==> config.mk <==
export PLATFORM = sky130hd
export DESIGN_NAME = slow_agc_ctrl
export DESIGN_NICKNAME = d
export VERILOG_FILES = /design/src/rtl/agc_pkg.sv /design/src/rtl/agc_zone_sel.sv /design/src/rtl/agc_update_timer.sv /design/src/rtl/agc_gain_step.sv /design/src/rtl/slow_agc_ctrl.sv
export SDC_FILE = /design/constraint.sdc
export NUM_CORES = 1
export LEC_CHECK = 0
export BUFFER_PORTS_ARGS = -buffer_cell sky130_fd_sc_hd__buf_2
export CORE_MARGIN = 2
export CORE_UTILIZATION = 40
export DETAILED_ROUTE_END_ITERATION = 7
export HOLD_SLACK_MARGIN = 0.08
export PLACE_DENSITY = 0.63
export SLEW_MARGIN = 5
export SYNTH_ARGS = -nofsm -noshare
export SYNTH_HDL_FRONTEND = slang
export SYNTH_SLANG_ARGS = --single-unit
==> constraint.sdc <==
create_clock -name clk -period 8.3 [get_ports clk]
set_input_delay 1.66 -clock clk [delete_from_list [all_inputs] [get_ports clk]]
set_output_delay 1.66 -clock clk [all_outputs]
set_load 0.02 [all_outputs]
==> src/rtl/agc_pkg.sv <==
package agc_pkg;
    typedef enum logic [2:0] {
        Z_HOLD  = 3'd0,
        Z_DEC_A = 3'd1,
        Z_DEC_B = 3'd2,
        Z_INC_C = 3'd3,
        Z_INC_D = 3'd4
    } zone_e;

    typedef enum logic [1:0] {
        T_IDLE = 2'd0,
        T_DLY  = 2'd1,
        T_RUN  = 2'd2
    } tmr_st_e;
endpackage

==> src/rtl/agc_zone_sel.sv <==
module agc_zone_sel
    import agc_pkg::*;
#(
    parameter int PWR_W = 8
) (
    input  logic [PWR_W-1:0] pwr_mag,
    input  logic [PWR_W-1:0] thr_inner_hi,
    input  logic [PWR_W-1:0] thr_inner_lo,
    input  logic [PWR_W-1:0] delta_hi,
    input  logic [PWR_W-1:0] delta_lo,
    output zone_e            zone
);
    localparam int WW = PWR_W + 1;

    logic [PWR_W-1:0] lim_hi;
    logic [PWR_W-1:0] lim_lo;
    logic [WW-1:0]    lo_sum;

    // Outer limits derived from the inner ones, saturating
    always_comb begin
        lim_hi = (delta_hi > thr_inner_hi) ? '0 : thr_inner_hi - delta_hi;
        lo_sum = WW'(thr_inner_lo) + WW'(delta_lo);
        lim_lo = lo_sum[PWR_W] ? '1 : lo_sum[PWR_W-1:0];
    end

    // Five-zone classification
    always_comb begin
        if (pwr_mag < lim_hi)            zone = Z_DEC_A;
        else if (pwr_mag < thr_inner_hi) zone = Z_DEC_B;
        else if (pwr_mag <= thr_inner_lo) zone = Z_HOLD;
        else if (pwr_mag <= lim_lo)      zone = Z_INC_C;
        else                             zone = Z_INC_D;
    end
endmodule

==> src/rtl/agc_update_timer.sv <==
module agc_update_timer
    import agc_pkg::*;
#(
    parameter int CNT_W     = 16,
    parameter int START_DLY = 3
) (
    input  logic             clk,
    input  logic             rst_n,
    input  logic             rx_active,
    input  logic             sync_en,
    input  logic             sync_in,
    input  logic [CNT_W-1:0] upd_period,
    input  logic             upd_x4,
    output logic             expire
);
    localparam int CW    = CNT_W + 2;
    localparam int DLY_W = $clog2(START_DLY + 1) + 1;

    typedef struct packed {
        tmr_st_e          st;
        logic [DLY_W-1:0] dly;
        logic [CW-1:0]    cnt;
    } tmr_t;

    tmr_t          tmr_d, tmr_q;
    logic [CW-1:0] term;
    logic [CW-1:0] term_m1;

    always_comb begin
        term    = upd_x4 ? {upd_period, 2'b00} : {1'b0, upd_period, 1'b0};
        term_m1 = (term == '0) ? '0 : term - 1'b1;
    end

    always_comb begin
        tmr_d  = tmr_q;
        expire = 1'b0;
        if (!rx_active) begin
            tmr_d.st  = T_IDLE;
            tmr_d.dly = '0;
            tmr_d.cnt = '0;
        end else begin
            case (tmr_q.st)
                T_IDLE: begin
                    tmr_d.cnt = '0;
                    if (START_DLY <= 1) begin
                        tmr_d.st = T_RUN;
                    end else begin
                        tmr_d.st  = T_DLY;
                        tmr_d.dly = DLY_W'(1);
                    end
                end
                T_DLY: begin
                    if (tmr_q.dly >= DLY_W'(START_DLY - 1)) begin
                        tmr_d.st  = T_RUN;
                        tmr_d.cnt = '0;
                    end else begin
                        tmr_d.dly = tmr_q.dly + 1'b1;
                    end
                end
                T_RUN: begin
                    if (sync_en && sync_in) begin
                        tmr_d.cnt = '0;
                    end else if (tmr_q.cnt >= term_m1) begin
                        tmr_d.cnt = '0;
                        expire    = 1'b1;
                    end else begin
                        tmr_d.cnt = tmr_q.cnt + 1'b1;
                    end
                end
                default: tmr_d.st = T_IDLE;
            endcase
        end
    end

    always_ff @(posedge clk) begin
        if (!rst_n) begin
            tmr_q.st  <= T_IDLE;
            tmr_q.dly <= '0;
            tmr_q.cnt <= '0;
        end else begin
            tmr_q <= tmr_d;
        end
    end

    // a sync edge in run leaves the counter at zero
    a_r8_sync_restart: assert property (@(posedge clk) disable iff (!rst_n)
        (tmr_q.st == T_RUN && rx_active && sync_en && sync_in)
        |=> (tmr_q.cnt == '0 && tmr_q.st == T_RUN));

    // the delay ends in the run state with a fresh count
    a_r4_start_count: assert property (@(posedge clk) disable iff (!rst_n)
        (tmr_q.st == T_DLY && rx_active && tmr_q.dly >= DLY_W'(START_DLY - 1))
        |=> (tmr_q.st == T_RUN && tmr_q.cnt == '0));

    // leaving receive returns the counter to idle
    a_r9_idle_on_exit: assert property (@(posedge clk) disable iff (!rst_n)
        !rx_active |=> (tmr_q.st == T_IDLE && tmr_q.cnt == '0));
endmodule

==> src/rtl/agc_gain_step.sv <==
module agc_gain_step
    import agc_pkg::*;
#(
    parameter int GAIN_W     = 7,
    parameter int STEP_W     = 5,
    parameter int RESET_GAIN = 32
) (
    input  logic              clk,
    input  logic              rst_n,
    input  logic              apply,
    input  zone_e             zone,
    input  logic [STEP_W-1:0] step_a,
    input  logic [STEP_W-1:0] step_b,
    input  logic [STEP_W-1:0] step_c,
    input  logic [STEP_W-1:0] step_d,
    input  logic [GAIN_W-1:0] gain_min,
    input  logic [GAIN_W-1:0] gain_max,
    output logic [GAIN_W-1:0] gain_idx,
    output logic              gain_upd
);
    localparam int EW = ((GAIN_W > STEP_W) ? GAIN_W : STEP_W) + 1;

    typedef struct packed {
        logic [GAIN_W-1:0] gain;
        logic              upd;
    } gst_t;

    gst_t              g_d, g_q;
    logic [STEP_W-1:0] step_sel;
    logic [EW-1:0]     g_w;
    logic [EW-1:0]     s_w;
    logic [EW-1:0]     sum_w;

    always_comb begin
        case (zone)
            Z_DEC_A: step_sel = step_a;
            Z_DEC_B: step_sel = step_b;
            Z_INC_C: step_sel = step_c;
            Z_INC_D: step_sel = step_d;
            default: step_sel = '0;
        endcase
        g_w   = EW'(g_q.gain);
        s_w   = EW'(step_sel);
        sum_w = g_w + s_w;
    end

    always_comb begin
        g_d     = g_q;
        g_d.upd = apply;
        if (apply) begin
            case (zone)
                Z_DEC_A, Z_DEC_B: begin
                    if (g_w < EW'(gain_min) + s_w) g_d.gain = gain_min;
                    else                           g_d.gain = GAIN_W'(g_w - s_w);
                end
                Z_INC_C, Z_INC_D: begin
                    if (sum_w > EW'(gain_max)) g_d.gain = gain_max;
                    else                       g_d.gain = GAIN_W'(sum_w);
                end
                default: g_d.gain = g_q.gain;
            endcase
        end
    end

    always_ff @(posedge clk) begin
        if (!rst_n) begin
            g_q.gain <= GAIN_W'(RESET_GAIN);
            g_q.upd  <= 1'b0;
        end else begin
            g_q <= g_d;
        end
    end

    assign gain_idx = g_q.gain;
    assign gain_upd = g_q.upd;

    // a moving update lands inside the configured range
    a_r10_in_range: assert property (@(posedge clk) disable iff (!rst_n)
        (apply && zone != Z_HOLD && gain_min <= gain_max)
        |=> (gain_idx >= $past(gain_min) && gain_idx <= $past(gain_max)));

    // the index only moves alongside the strobe
    a_r12_move_with_strobe: assert property (@(posedge clk) disable iff (!rst_n)
        !gain_upd |-> $stable(gain_idx));

    // the strobe follows a timer expiry
    a_r12_strobe_cause: assert property (@(posedge clk) disable iff (!rst_n)
        gain_upd |-> $past(apply));
endmodule

==> src/rtl/slow_agc_ctrl.sv <==
module slow_agc_ctrl
    import agc_pkg::*;
#(
    parameter int PWR_W      = 8,
    parameter int STEP_W     = 5,
    parameter int GAIN_W     = 7,
    parameter int CNT_W      = 16,
    parameter int START_DLY  = 3,
    parameter int RESET_GAIN = 32
) (
    input  logic              clk,
    input  logic              rst_n,
    input  logic              rx_active,
    input  logic              sync_en,
    input  logic              sync_in,
    input  logic              pwr_valid,
    input  logic [PWR_W-1:0]  pwr_mag,
    input  logic [PWR_W-1:0]  thr_inner_hi,
    input  logic [PWR_W-1:0]  thr_inner_lo,
    input  logic [PWR_W-1:0]  delta_hi,
    input  logic [PWR_W-1:0]  delta_lo,
    input  logic [STEP_W-1:0] step_a,
    input  logic [STEP_W-1:0] step_b,
    input  logic [STEP_W-1:0] step_c,
    input  logic [STEP_W-1:0] step_d,
    input  logic [CNT_W-1:0]  upd_period,
    input  logic              upd_x4,
    input  logic [GAIN_W-1:0] gain_min,
    input  logic [GAIN_W-1:0] gain_max,
    output logic [GAIN_W-1:0] gain_idx,
    output logic              gain_upd
);
    typedef struct packed {
        zone_e zone;
    } pend_t;

    pend_t pend_d, pend_q;
    zone_e zone_now;
    zone_e zone_eff;
    logic  expire;

    agc_zone_sel #(.PWR_W(PWR_W)) i_zone (
        .pwr_mag      (pwr_mag),
        .thr_inner_hi (thr_inner_hi),
        .thr_inner_lo (thr_inner_lo),
        .delta_hi     (delta_hi),
        .delta_lo     (delta_lo),
        .zone         (zone_now)
    );

    agc_update_timer #(.CNT_W(CNT_W), .START_DLY(START_DLY)) i_timer (
        .clk        (clk),
        .rst_n      (rst_n),
        .rx_active  (rx_active),
        .sync_en    (sync_en),
        .sync_in    (sync_in),
        .upd_period (upd_period),
        .upd_x4     (upd_x4),
        .expire     (expire)
    );

    // Newest measurement wins, including one on the expiry edge
    always_comb begin
        zone_eff = (rx_active && pwr_valid) ? zone_now : pend_q.zone;
        pend_d   = pend_q;
        if (!rx_active || expire) pend_d.zone = Z_HOLD;
        else if (pwr_valid)       pend_d.zone = zone_now;
    end

    always_ff @(posedge clk) begin
        if (!rst_n) pend_q.zone <= Z_HOLD;
        else        pend_q      <= pend_d;
    end

    agc_gain_step #(
        .GAIN_W     (GAIN_W),
        .STEP_W     (STEP_W),
        .RESET_GAIN (RESET_GAIN)
    ) i_gain (
        .clk      (clk),
        .rst_n    (rst_n),
        .apply    (expire),
        .zone     (zone_eff),
        .step_a   (step_a),
        .step_b   (step_b),
        .step_c   (step_c),
        .step_d   (step_d),
        .gain_min (gain_min),
        .gain_max (gain_max),
        .gain_idx (gain_idx),
        .gain_upd (gain_upd)
    );

    // no update is issued for an edge outside receive
    a_r9_quiet_outside_rx: assert property (@(posedge clk) disable iff (!rst_n)
        !rx_active |=> !gain_upd);

    // nothing stays pending across an update
    a_r7_pending_cleared: assert property (@(posedge clk) disable iff (!rst_n)
        gain_upd |-> (pend_q.zone == Z_HOLD || $past(pwr_valid) == 1'b0));
endmodule

Word-level counts from Yosys, hierarchy flattened
Cells that the tools add are included.
{"block": "totals", "latch_bits": 0, "rom_bits": 0, "inputBits": 97, "out_inout_bits": 8, "mem_bits_rw": 0, "word_cells": 75, "mem_count": 0, "register_bits": 34}
{"block": "classes", "mul": 0, "n_lt_le_gt_ge": 9, "bitwise_logic": 2, "shifts": 0, "eq_ne": 8, "addsub": 8, "n_mux": 25, "div_mod_pow": 0, "reduce_logical": 17}
{"operator": "two-way mux 18 bit", "count": 5}
{"operator": "one-hot mux 18 bit (3 select lines)", "count": 1}
{"operator": "one-hot mux 5 bit (4 select lines)", "count": 1}
{"operator": "adder 18 x 1 -> 18 bit, second input constant", "count": 1}
{"operator": ">= comparator 18 bit", "count": 1}
{"operator": "zero test 18 bit", "count": 1}
{"operator": "two-way mux 3 bit", "count": 6}
{"operator": "subtractor 18 x 1 -> 18 bit, second input constant", "count": 1}
{"operator": "adder 7 x 5 -> 8 bit", "count": 2}
{"operator": "<= comparator 8 bit", "count": 2}
{"operator": "less-than comparator 8 bit", "count": 2}
{"operator": "two-way mux 8 bit", "count": 2}
{"operator": "two-way mux 7 bit", "count": 2}
{"operator": "one-hot mux 7 bit (2 select lines)", "count": 1}
{"operator": "AND reduction 2 bit", "count": 5}
{"operator": "adder 8 x 8 -> 9 bit", "count": 1}
{"operator": "> comparator 8 x 7 -> 1 bit", "count": 1}
{"operator": "> comparator 8 bit", "count": 1}
{"operator": "less-than comparator 7 x 8 -> 1 bit", "count": 1}
{"operator": "subtractor 8 bit", "count": 1}
{"operator": "subtractor 7 x 5 -> 7 bit", "count": 1}
{"operator": "== test 3 x 2 -> 1 bit, second input constant", "count": 2}
{"operator": "one-hot mux 2 bit (3 select lines)", "count": 1}
{"operator": "one-hot mux 3 bit (2 select lines)", "count": 1}
{"operator": "other kinds (18)", "count": 26}

Depth between registers and ports, before layout
Gate-level depths: netlist of the first run.
{"block": "logic_depth", "word_depth": 14, "depth_mapped": 40, "mapped_depth_nobuf": 38}

Hierarchy
A second synthesis of the first run with hierarchy kept.
{"block": "unflattened", "cells_unflattened": 733, "area_unflattened_um2": 5644.2}
{"mod": "agc_update_timer", "instances": 1, "cells_each": 315, "seq_area_each_um2": 460.4, "area_each_um2": 2359.8}
{"mod": "agc_gain_step", "instances": 1, "cells_each": 215, "seq_area_each_um2": 160.2, "area_each_um2": 1746.7}
{"mod": "agc_zone_sel", "instances": 1, "cells_each": 189, "seq_area_each_um2": 0.0, "area_each_um2": 1388.8}
{"mod": "slow_agc_ctrl", "instances": 1, "cells_each": 14, "seq_area_each_um2": 60.1, "area_each_um2": 148.9}

Worst setup path before layout of the first run
OpenSTA, ideal clock, no wires.
{"block": "synth_timing", "path_type": "input port to flip-flop", "from": "in thr_inner_lo[0]", "to": "reg i_gain.g_q, in the netlist i_gain.gain_idx[6]", "path_buffers": 1, "stages": 36, "arrival_ps": 8195, "required_time_ps": 8158, "setup_slack_ps": -38, "setup_time_ps": 142, "cell_sequence": "ha_1 -> fa_1 -> a21oi_1 -> nor2_1 -> nor2_1 -> o21bai_1 -> a21oi_1 -> nor2b_1 -> o21ai_0 -> nand2b_1 -> clkbuf_1 -> or2_2 -> ha_1 -> nor2b_1 -> o211ai_1 -> a21oi_1 -> o22ai_1 -> nand4bb_1 -> o21ai_0 -> nor3_1 -> a221oi_1 -> inv_1 -> ha_1 -> a21o_1 -> a21oi_1 -> o21bai_1 -> a21oi_1 -> xor2_1 -> ha_1 -> o21ai_0 -> a21oi_1 -> o31ai_1 -> mux2i_1 -> nor2_1 -> nor3_1 -> a211oi_1"}
{"block": "synth_via", "elab_chain_len": 14, "word_cells_on_any_way": 26, "classes_between": "add/sub: 4; order compare: 4; eq/ne: 4; mux: 10; reduce/logical: 4"}
{"element": "start, declared", "line": "slow_agc_ctrl.sv:19", "rtl": "input logic [PWR_W-1:0] thr_inner_lo,"}
{"element": "adder 8 x 8 -> 9 bit", "line": "agc_zone_sel.sv:22", "rtl": "lo_sum = WW'(thr_inner_lo) + WW'(delta_lo);"}
{"element": "two-way mux 8 bit", "line": "agc_zone_sel.sv:23", "rtl": "lim_lo = lo_sum[PWR_W] ? '1 : lo_sum[PWR_W-1:0];"}
{"element": "<= comparator 8 bit", "line": "agc_zone_sel.sv:31", "rtl": "else if (pwr_mag <= lim_lo) zone = Z_INC_C;"}
{"element": "two-way mux 3 bit", "line": "agc_zone_sel.sv:31"}
{"element": "two-way mux 3 bit *", "line": "agc_zone_sel.sv:30", "rtl": "else if (pwr_mag <= thr_inner_lo) zone = Z_HOLD;"}
{"element": "two-way mux 3 bit *", "line": "agc_zone_sel.sv:29", "rtl": "else if (pwr_mag < thr_inner_hi) zone = Z_DEC_B;"}
{"element": "two-way mux 3 bit *", "line": "agc_zone_sel.sv:28", "rtl": "if (pwr_mag < lim_hi) zone = Z_DEC_A;"}
{"element": "two-way mux 3 bit *", "line": "slow_agc_ctrl.sv:64", "rtl": "zone_eff = (rx_active && pwr_valid) ? zone_now : pend_q.zone;"}
{"element": "== test 3 bit, or another cell as far along", "line": "agc_gain_step.sv:35, agc_gain_step.sv:51"}
{"element": "one-hot mux 5 bit (4 select lines)", "line": "agc_gain_step.sv:35", "rtl": "case (zone)"}
{"element": "adder 7 x 5 -> 8 bit, on equally long branches", "line": "agc_gain_step.sv:44, agc_gain_step.sv:53"}
{"element": "> comparator 8 x 7 -> 1 bit or less-than comparator 7 x 8 -> 1 bit (tied branches)", "line": "agc_gain_step.sv:57, agc_gain_step.sv:53"}
{"element": "two-way mux 7 bit, on equally long branches", "line": "agc_gain_step.sv:57, agc_gain_step.sv:53"}
{"element": "one-hot mux 7 bit (2 select lines)", "line": "agc_gain_step.sv:51", "rtl": "case (zone)"}
{"element": "end signal, assigned", "line": "agc_gain_step.sv:70", "rtl": "g_q <= g_d;"}
{"element": "end, declared", "line": "agc_gain_step.sv:28", "rtl": "gst_t g_d, g_q;"}
Mark *: on every way between the ends. The rest lies on a longest branch, timed or not.
A chain may end at the register's enable or synchronous reset.

Worst setup path after layout of the first run
{"block": "layout_timing", "from": "in thr_inner_hi[0]", "to": "reg i_gain.g_q, in the netlist i_gain.gain_idx[0]"}
{"block": "layout_via", "elab_chain_len": 11, "word_cells_on_any_way": 25, "classes_between": "add/sub: 4; order compare: 5; eq/ne: 4; mux: 8; reduce/logical: 4"}
{"element": "start, declared", "line": "slow_agc_ctrl.sv:18", "rtl": "input logic [PWR_W-1:0] thr_inner_hi,"}
{"element": "subtractor 8 bit or > comparator 8 bit (tied branches)", "line": "agc_zone_sel.sv:21", "rtl": "lim_hi = (delta_hi > thr_inner_hi) ? '0 : thr_inner_hi - delta_hi;"}
{"element": "two-way mux 8 bit", "line": "agc_zone_sel.sv:21"}
{"element": "less-than comparator 8 bit", "line": "agc_zone_sel.sv:28"}
{"element": "two-way mux 3 bit *", "line": "agc_zone_sel.sv:28"}
{"element": "two-way mux 3 bit *", "line": "slow_agc_ctrl.sv:64"}
{"element": "== test 3 bit, or another cell as far along", "line": "agc_gain_step.sv:35, agc_gain_step.sv:51"}
{"element": "one-hot mux 5 bit (4 select lines)", "line": "agc_gain_step.sv:35"}
{"element": "adder 7 x 5 -> 8 bit, on equally long branches", "line": "agc_gain_step.sv:44, agc_gain_step.sv:53"}
{"element": "> comparator 8 x 7 -> 1 bit or less-than comparator 7 x 8 -> 1 bit (tied branches)", "line": "agc_gain_step.sv:57, agc_gain_step.sv:53"}
{"element": "two-way mux 7 bit, on equally long branches", "line": "agc_gain_step.sv:57, agc_gain_step.sv:53"}
{"element": "one-hot mux 7 bit (2 select lines)", "line": "agc_gain_step.sv:51"}
Marks and branches as above.

==> flow_metrics.tcl, run 1 <==
set metrics [dict create \
    worstSetupStartpointType "input pin" \
    cts.sinks 34 \
    postCtsHoldBufs 0 \
    power_density_mw_per_mm2 107.1 \
    ir_drop_v 0.00007660 \
    wire_per_inst_um 13.53 \
    period_needed_ps 7920 \
    finalHoldViolations 0 \
    maxCapViolations 0 \
    fillerInstances 1264 \
    synth_fp_nets 867 \
    whs_ps 492.4 \
    fmax_ghz 0.1263 \
    max_stage_delay_ps 450 \
    final_core_util_pct 49.29 \
    syn-instance-count 669 \
    final_cell_area_mm2 0.006246 \
    p_leak_nw 3.016 \
    gp_congestion 0.8968 \
    cts-buffers-inserted 5 \
    final_layout_size_suffix_gt1_share_pct 21.44 \
    insertion_delay_ps 280 \
    dr.pass1.iters 4 \
    antenna_found_initial 0 \
    crit_fanout 9 \
    hold_path.class "reg2reg" \
    avgSynthCellArea_um2 7.795 \
    cts_buffer_depth 2 \
    grt-ovfl-total 0 \
    grt_max_degree 35 \
    io_buffers 104 \
    outcome "finished clean" \
    num_rows 41 \
    die_area_mm2 0.01397 \
    nets 976 \
    synth_edf_count 0 \
    post_dp_cell_area_mm2 0.005969 \
    viasPerCell 5.346 \
    htreeDepth 2 \
    cp.arrival_ps 8060 \
    required_ps 8440 \
    worst_slew_pin_slew_ps 987.0 \
    ys_seq_area_share_pct 13.05 \
    cp-end-kind "flop" \
    min_period_over_period_pct 95.42 \
    max-slew-margin-rel_pct 34.07 \
    finalSetupViolations 0 \
    syn_to_final_growth_pct 19.77 \
    yosys_warnings 0 \
    yosys.cell_types.count 63 \
    io_pins 105 \
    clockRootBuffer "clkbuf_16" \
    wl_um 12870 \
    clk_pin_slew_ps 60 \
    grt_pass1_wl_um 22000 \
    die_w_um 118.2 \
    synth_flop_cell "dfxtp_1" \
    synth-async-reset-ratio_pct 0 \
    coreArea_mm2 0.01267 \
    antenna-diode-count 0 \
    drc 0 \
    ys_ff_latch 34 \
    tritoncts "yes" \
    path_class "in2reg" \
    dieHeight_um 118.2 \
    grt_pass1_vias 5023 \
    hpwl_um 10920 \
    finalClockSkew_ps 4.682 \
    antenna_left 0 \
    vias 5084 \
    start_util_pct 41.16 \
    syn_area_mm2 0.005215 \
    drt_iter0_markers 236 \
    drv_slew 0 \
    grt_use_total_pct 18.28 \
    slowest_stage "fa_2" \
]
cells by family after synthesis:
family	after synthesis	synth area share, %
AO/OA/AOI/OAI	191	24.71
flip-flops	34	13.05
buffers and inverters	71	5.422
adder cells (fa/ha/maj)	101	24.95
AND/OR/NAND/NOR	207	20.35
XOR/XNOR	41	6.886
multiplexers	24	4.630
stage by stage:
stage	setup WS [ps]	power, W	setup TNS (ps)	instances
floorplan	61.61	0.0003773	0	669
global placement	76.52	0.0004611	0	941
detailed placement	-210.7	0.0004704	-1126	941
CTS	75.89	0.0006585	0	949
global route	-33.65	0.0007196	-115.0	951
finish	380.2	0.0006690	0	951
flip-flops by register name, summed over array words and instances, names as in the netlist:
signal,count
i_gain.gain_upd,1
i_timer.tmr_q,23
i_gain.gain_idx,7
pend_q,3
synth_stat cells (2+ instances only):
| cell type | n | area [um2] |
|---|---|---|
| clkbuf_1 | 12 | 45.04 |
| o211ai_1 | 9 | 67.56 |
| a211o_1 | 2 | 17.52 |
| o211a_1 | 3 | 30.03 |
| a21oi_1 | 54 | 270.3 |
| dfxtp_1 | 34 | 680.7 |
| or2_2 | 3 | 18.77 |
| xor2_1 | 14 | 122.6 |
| o311ai_0 | 2 | 17.52 |
| a22oi_1 | 3 | 22.52 |
| a21o_1 | 13 | 97.59 |
| nand2b_1 | 20 | 125.1 |
| a211oi_1 | 8 | 60.06 |
| ha_1 | 96 | 1201 |
| a311oi_1 | 16 | 140.1 |
| a221oi_1 | 5 | 43.79 |
| or3_1 | 2 | 12.51 |
| nor2_1 | 56 | 210.2 |
| and2_1 | 3 | 18.77 |
| nand4_1 | 6 | 37.54 |
| nand2_1 | 46 | 172.7 |
| nand3_1 | 12 | 60.06 |
| nand3b_1 | 2 | 15.01 |
| nor3b_1 | 5 | 37.54 |
| o21bai_1 | 9 | 67.56 |
| o21ai_0 | 32 | 160.2 |
| a41oi_1 | 3 | 26.28 |
| fa_1 | 5 | 100.1 |
| nor3_1 | 11 | 55.05 |
| o21a_1 | 11 | 82.58 |
| or4_4 | 2 | 22.52 |
| buf_6 | 2 | 22.52 |
| o22a_1 | 2 | 17.52 |
| a21boi_0 | 4 | 30.03 |
| xnor2_1 | 27 | 236.5 |
| o31a_1 | 2 | 17.52 |
| and3_1 | 12 | 75.07 |
| mux2i_1 | 23 | 230.2 |
| inv_1 | 55 | 206.5 |
| and4_1 | 3 | 26.28 |
| nand2_2 | 4 | 25.02 |
| o31ai_1 | 5 | 37.54 |
| nor2b_1 | 11 | 68.82 |
cells in the final DEF, fill, tap and decap left out, drive strengths merged, types with 4 or more instances in the layout:
cell type	count
nor2b	11
o21bai	9
buf	118
o31ai	5
a21boi	4
a21o	13
nor3	12
nand2b	20
a21oi	54
nand4	6
nor2	56
o211ai	9
and3	12
fa	5
o21a	11
a311oi	16
a211oi	9
nand3	12
nand2	50
inv	55
or2	4
xnor2	27
clkbuf	6
dfxtp	34
nor3b	5
o21ai	33
a221oi	5
ha	96
mux2i	23
xor2	14
critical path: cells and delay by family:
family	cells	cell delay (ps)
adders and majority gates	6	1860
xor gates and xnor gates	1	170
AOI/OAI and AO/OA	14	2530
buffers and inverters	5	550
and+or+nand+nor	8	1270
power by group:
part           internal, W  leakage [nW]  switching (W)
clock network     0.000119        0.0729      0.0000686
registers         0.000165         0.275     0.00000146
logic             0.000146          2.67       0.000170
area by class of cell:
class / instances / area [um2] / area share (%)
Tap cell: 172 / 215.2 / 3.446
Timing Repair Buffer: 118 / 625.6 / 10.02
Sequential cell: 34 / 680.7 / 10.90
Inverter: 55 / 206.4 / 3.305
Multi-Input combinational cell: 564 / 4367 / 69.91
Clock buffer: 6 / 138.9 / 2.224
Clock inverter: 2 / 12.51 / 0.2003
repair_timing:
action,CTS,global route
setup buffers,0,2
gates resized for setup,0,32
setup endpoints to repair,0,7
layer usage:
layer / GRT usage (%) / share of wire, % / up-vias
li1: - / - / 2654
met3: 2.172 / 2.7 / 10
met4: 3.690 / 1.1 / 0
met5: 0 / 0 / -
met1: 22.33 / 46 / 2344
met2: 34.18 / 50 / 76
final timing paths:
check	from	end	slack, ps	cells past startpoint
hold / removal	i_timer.tmr_q[20]$_SDFFE_PN0P_	i_timer.tmr_q[20]$_SDFFE_PN0P_	490	2
setup reg to reg	pend_q[2]$_SDFFE_PP0P_	i_gain.gain_idx[0]$_SDFFE_PN0P_	4070	17
hold reg to reg	i_timer.tmr_q[20]$_SDFFE_PN0P_	i_timer.tmr_q[20]$_SDFFE_PN0P_	490	2
setup / recovery	thr_inner_hi[0]	i_gain.gain_idx[0]$_SDFFE_PN0P_	380	34
Power figures use the tool's default switching activity.
==> run 2: changes to the inputs <==
Settings changed: CORE_UTILIZATION 40 to 52, PLACE_DENSITY 0.63 to 0.78.
==> flow_metrics.tcl, run 2 (synthesized netlist as in run 1, its figures left out) <==
set metrics [dict create \
    worstSetupStartpointType "input pin" \
    drc 0 \
    required_ps 8500 \
    io_pins 105 \
    viasPerCell 5.744 \
    power_density_mw_per_mm2 99.92 \
    cp.buffers_inverters 6 \
    cp.arrival_ps 8220 \
    multi_input_area_mm2 0.004395 \
    grt_use_total_pct 23.62 \
    finalSetupViolations 0 \
    dieHeight_um 104.1 \
    final_layout_size_suffix_gt1_share_pct 21.91 \
    hpwl_um 11120 \
    cts.sinks 34 \
    antenna-diode-count 0 \
    crit_family "compound AO/OA/AOI/OAI gates" \
    ir_drop_v 0.00005416 \
    period_needed_ps 8020 \
    die_area_mm2 0.01085 \
    hold_path.class "reg2reg" \
    grt_pass1_wl_um 21920 \
    p_leak_nw 3.024 \
    largest_reg_flops 23 \
    antenna_found_initial 0 \
    start_util_pct 53.35 \
    cts_buffer_depth 2 \
    wire_per_inst_um 14.71 \
    max_stage_delay_ps 510 \
    gp_congestion 0.9443 \
    antenna_left 0 \
    drt_iter0_markers 284 \
    drv_slew 0 \
    slowest_stage "a21oi_1" \
    worst_slew_pin_slew_ps 1081 \
    grt_pass1_vias 5188 \
    crit_fanout 7 \
    insertion_delay_ps 290 \
    wl_um 13510 \
    whs_ps 507.4 \
    finalHoldViolations 0 \
    fillerInstances 851 \
    syn_to_final_growth_pct 19.10 \
    htreeDepth 2 \
    reg_top3 "i_timer.tmr_q x23, i_gain.gain_idx x7, pend_q x3" \
    finalClockSkew_ps 4.820 \
    tritoncts "yes" \
    cts-buffers-inserted 5 \
    nets 982 \
    num_rows 36 \
    path_class "in2reg" \
    min_period_over_period_pct 96.63 \
    io_buffers 104 \
    dr.pass1.iters 5 \
    outcome "finished clean" \
    die_w_um 104.1 \
    grt-ovfl-total 0 \
    fmax_ghz 0.1247 \
    max-slew-margin-rel_pct 27.76 \
    crit_path_frequent_cell "nor2_1" \
    clk_pin_slew_ps 70 \
    vias 5273 \
    largest_register "i_timer.tmr_q" \
    final_core_util_pct 63.54 \
    maxCapViolations 0 \
    cp-end-kind "flop" \
    final_common_cell "buf_2" \
    coreArea_mm2 0.009774 \
    clockRootBuffer "clkbuf_8" \
    grt_max_degree 35 \
    final_cell_mix "buf_2 (104), ha_1 (96), nor2_1 (56)" \
    regArea_um2 680.7 \
]
[run 2: cell count changes in the layout (fill, tap and decap cells not counted), moves of 2 or more]
cell,before,now
o21ai_1,7,5
clkbuf_16,5,0
clkbuf_8,1,6
buf_4,14,20
[run 2: worst paths after layout]
kind,from,to,slack (ps),depth (start not counted)
worst min-delay path,i_timer.tmr_q[17]$_SDFFE_PN0P_,i_timer.tmr_q[17]$_SDFFE_PN0P_,510,1
worst max register to register,pend_q[1]$_SDFFE_PP0P_,i_gain.gain_idx[6]$_SDFFE_PN0P_,4050,24
worst min register to register,i_timer.tmr_q[17]$_SDFFE_PN0P_,i_timer.tmr_q[17]$_SDFFE_PN0P_,510,1
worst max-delay path,thr_inner_hi[0],i_gain.gain_idx[6]$_SDFFE_PN0P_,280,38
[run 2: layout make-up]
class	instances	area share, %
clock buffer	7	1.390
clock inverter	1	0.08058
inverter	55	3.324
multi-input combinational	564	70.77
sequential	34	10.96
tap	133	2.679
timing repair buffer	124	10.80
[run 2: through the flow]
stage | setup TNS, ps | std cells | total power (W) | setup slack, ps | cell area (um2)
final | 0 | 918 | 0.0006206 | 279.9 | 6211
after global routing | -1285 | 918 | 0.0006679 | -237.7 | 6211
after CTS | 0 | 913 | 0.0005997 | 50.12 | 6035
after detailed placement | -1372 | 905 | 0.0004726 | -242.0 | 5943
after global placement | 0 | 905 | 0.0004584 | 164.0 | 5943
after floorplan | 0 | 669 | 0.0003773 | 61.61 | 5220
[run 2: per-layer routing]
| metal | part of all wire, % | global-route usage [%] | up-vias |
|---|---|---|---|
| met5 | 0 | 0 | - |
| met4 | 2.0 | 7.336 | 0 |
| met3 | 3.8 | 3.133 | 30 |
| met2 | 52 | 45.16 | 141 |
| met1 | 43 | 26.94 | 2431 |
| li1 | - | - | 2671 |
[run 2: report_power, final]
| group | switching (W) | internal [W] |
|---|---|---|
| Sequential | 0.00000179 | 0.000164 |
| Combinational | 0.000174 | 0.000152 |
| Clock | 0.0000613 | 0.0000669 |
[run 2: timing repair]
| action | in CTS | in global routing |
|---|---|---|
| setup buffers | 0 | 5 |
| hold buffers | 0 | 0 |
| setup endpoints to repair | 0 | 7 |
| resized for setup | 0 | 34 |
==> run 3: changes to the inputs <==
==> constraint.sdc (replaced) <==
create_clock -name clk -period 8.3 [get_ports clk]
set_input_delay 1.245 -clock clk [delete_from_list [all_inputs] [get_ports clk]]
set_output_delay 1.245 -clock clk [all_outputs]
set_load 0.02 [all_outputs]
==> flow_metrics.tcl, run 3 (synthesized netlist as in run 1, its figures left out) <==
set metrics [dict create \
    start_util_pct 53.35 \
    final_cell_mix "buf_2 (104), ha_1 (96), nor2_1 (56)" \
    drt_iter0_markers 237 \
    largest_register "i_timer.tmr_q" \
    antenna_found_initial 0 \
    power_density_mw_per_mm2 99.05 \
    grt_pass1_vias 5085 \
    min_period_over_period_pct 93.26 \
    maxCapViolations 0 \
    tritoncts "yes" \
    required_ps 8460 \
    p_leak_nw 2.952 \
    num_rows 36 \
    antenna-diode-count 0 \
    clockRootBuffer "clkbuf_8" \
    finalSetupViolations 0 \
    worstSetupStartpointType "input pin" \
    drc 0 \
    grt_max_degree 35 \
    post_dp_cell_area_mm2 0.005871 \
    final_cell_area_mm2 0.006045 \
    place_ws_ps -150.3 \
    finalHoldViolations 0 \
    period_needed_ps 7741 \
    finalClockSkew_ps 13.41 \
    largest_reg_flops 23 \
    wire_per_inst_um 14.28 \
    drv_slew 0 \
    cp-end-kind "flop" \
    dp_cells 896 \
    antenna_left 0 \
    ir_drop_v 0.00007785 \
    final_layout_size_suffix_gt1_share_pct 19.02 \
    syn_to_final_growth_pct 15.91 \
    crit_path_frequent_cell "ha_1" \
    path_class "in2reg" \
    io_buffers 104 \
    coreArea_mm2 0.009774 \
    die_area_mm2 0.01085 \
    grt-ovfl-total 0 \
    io_pins 105 \
    gp_congestion 0.9303 \
    hold_path.class "reg2reg" \
    r2r_slack_ps 4010 \
    outcome "finished clean" \
    cp.arrival_ps 7900 \
    grt_use_total_pct 23.88 \
    viasPerCell 5.727 \
    cts.sinks 34 \
    worst_slew_pin_slew_ps 1255 \
    final_cell_count_no_fill 906 \
    crit_fanout 9 \
    insertion_delay_ps 290 \
    postCtsHoldBufs 0 \
    tns_ps 0 \
    max_stage_delay_ps 450 \
    grt_pass1_wl_um 22250 \
    cts-buffers-inserted 5 \
    htreeDepth 2 \
    hpwl_um 10890 \
    clk_pin_slew_ps 80 \
    die_w_um 104.1 \
    slowest_stage "fa_1" \
    dieHeight_um 104.1 \
    fmax_ghz 0.1292 \
    max-slew-margin-rel_pct 15.79 \
    final_common_cell "buf_2" \
    dr.pass1.iters 4 \
    setup_slack_ps 559.1 \
    vias 5189 \
    wl_um 12940 \
    reg_top3 "i_timer.tmr_q x23, i_gain.gain_idx x7, pend_q x3" \
    cts_buffer_depth 2 \
    nets 970 \
]
-- run 3: final cells by class --
type	instances	area (um2)
clock buffer	5	68.82
clock inverter	3	21.27
fill	902	3730
inverter	55	206.4
multi-input combinational	564	4320
sequential	34	680.7
tap	133	166.4
timing repair buffer	112	580.6
-- run 3: final timing paths --
path | from | endpoint | depth (start not counted)
setup / recovery | thr_inner_lo[0] | i_gain.gain_idx[0]$_SDFFE_PN0P_ | 35
hold / removal | i_timer.tmr_q[17]$_SDFFE_PN0P_ | i_timer.tmr_q[17]$_SDFFE_PN0P_ | 1
setup reg to reg | pend_q[0]$_SDFFE_PP0P_ | i_gain.gain_idx[0]$_SDFFE_PN0P_ | 22
hold reg to reg | i_timer.tmr_q[17]$_SDFFE_PN0P_ | i_timer.tmr_q[17]$_SDFFE_PN0P_ | 1
-- run 3: worst max-delay path, delay by kind of cell --
family	cells	cell delay (ps)
fa+ha+maj	6	1890
buf+inv	3	470
compound gates	17	2890
simple gates	9	1420
-- run 3: where the power goes --
group | internal (W) | switching, W | total [W]
Combinational | 0.000141 | 0.000168 | 0.000310
Sequential | 0.000164 | 0.00000153 | 0.000166
Clock | 0.0000589 | 0.0000644 | 0.000123
Total | 0.000364 | 0.000234 | 0.000599
-- run 3: metrics by stage --
step | hold WS [ps] | utilization [%] | power, W
2_1_floorplan | 453.6 | - | 0.0003765
4_1_cts | 508.7 | 60.98 | 0.0005862
3_3_place_gp | 474.5 | 60.06 | 0.0004488
5_1_grt | 547.4 | 61.84 | 0.0006496
3_5_place_dp | 494.3 | 60.06 | 0.0004641
6_report | 504.3 | 61.84 | 0.0005987
-- run 3: what timing repair did --
action / CTS / global route
resized for setup: 0 / 19
setup buffers: 0 / 2
endpoints found under the hold margin: 0 / 0
setup endpoints to repair: 0 / 7
-- run 3: routing by layer --
metal	track usage (%)	part of all wire [%]
met5	0	0
met4	4.730	1.2
met3	3.195	3.9
met2	43.37	50
met1	30.18	45
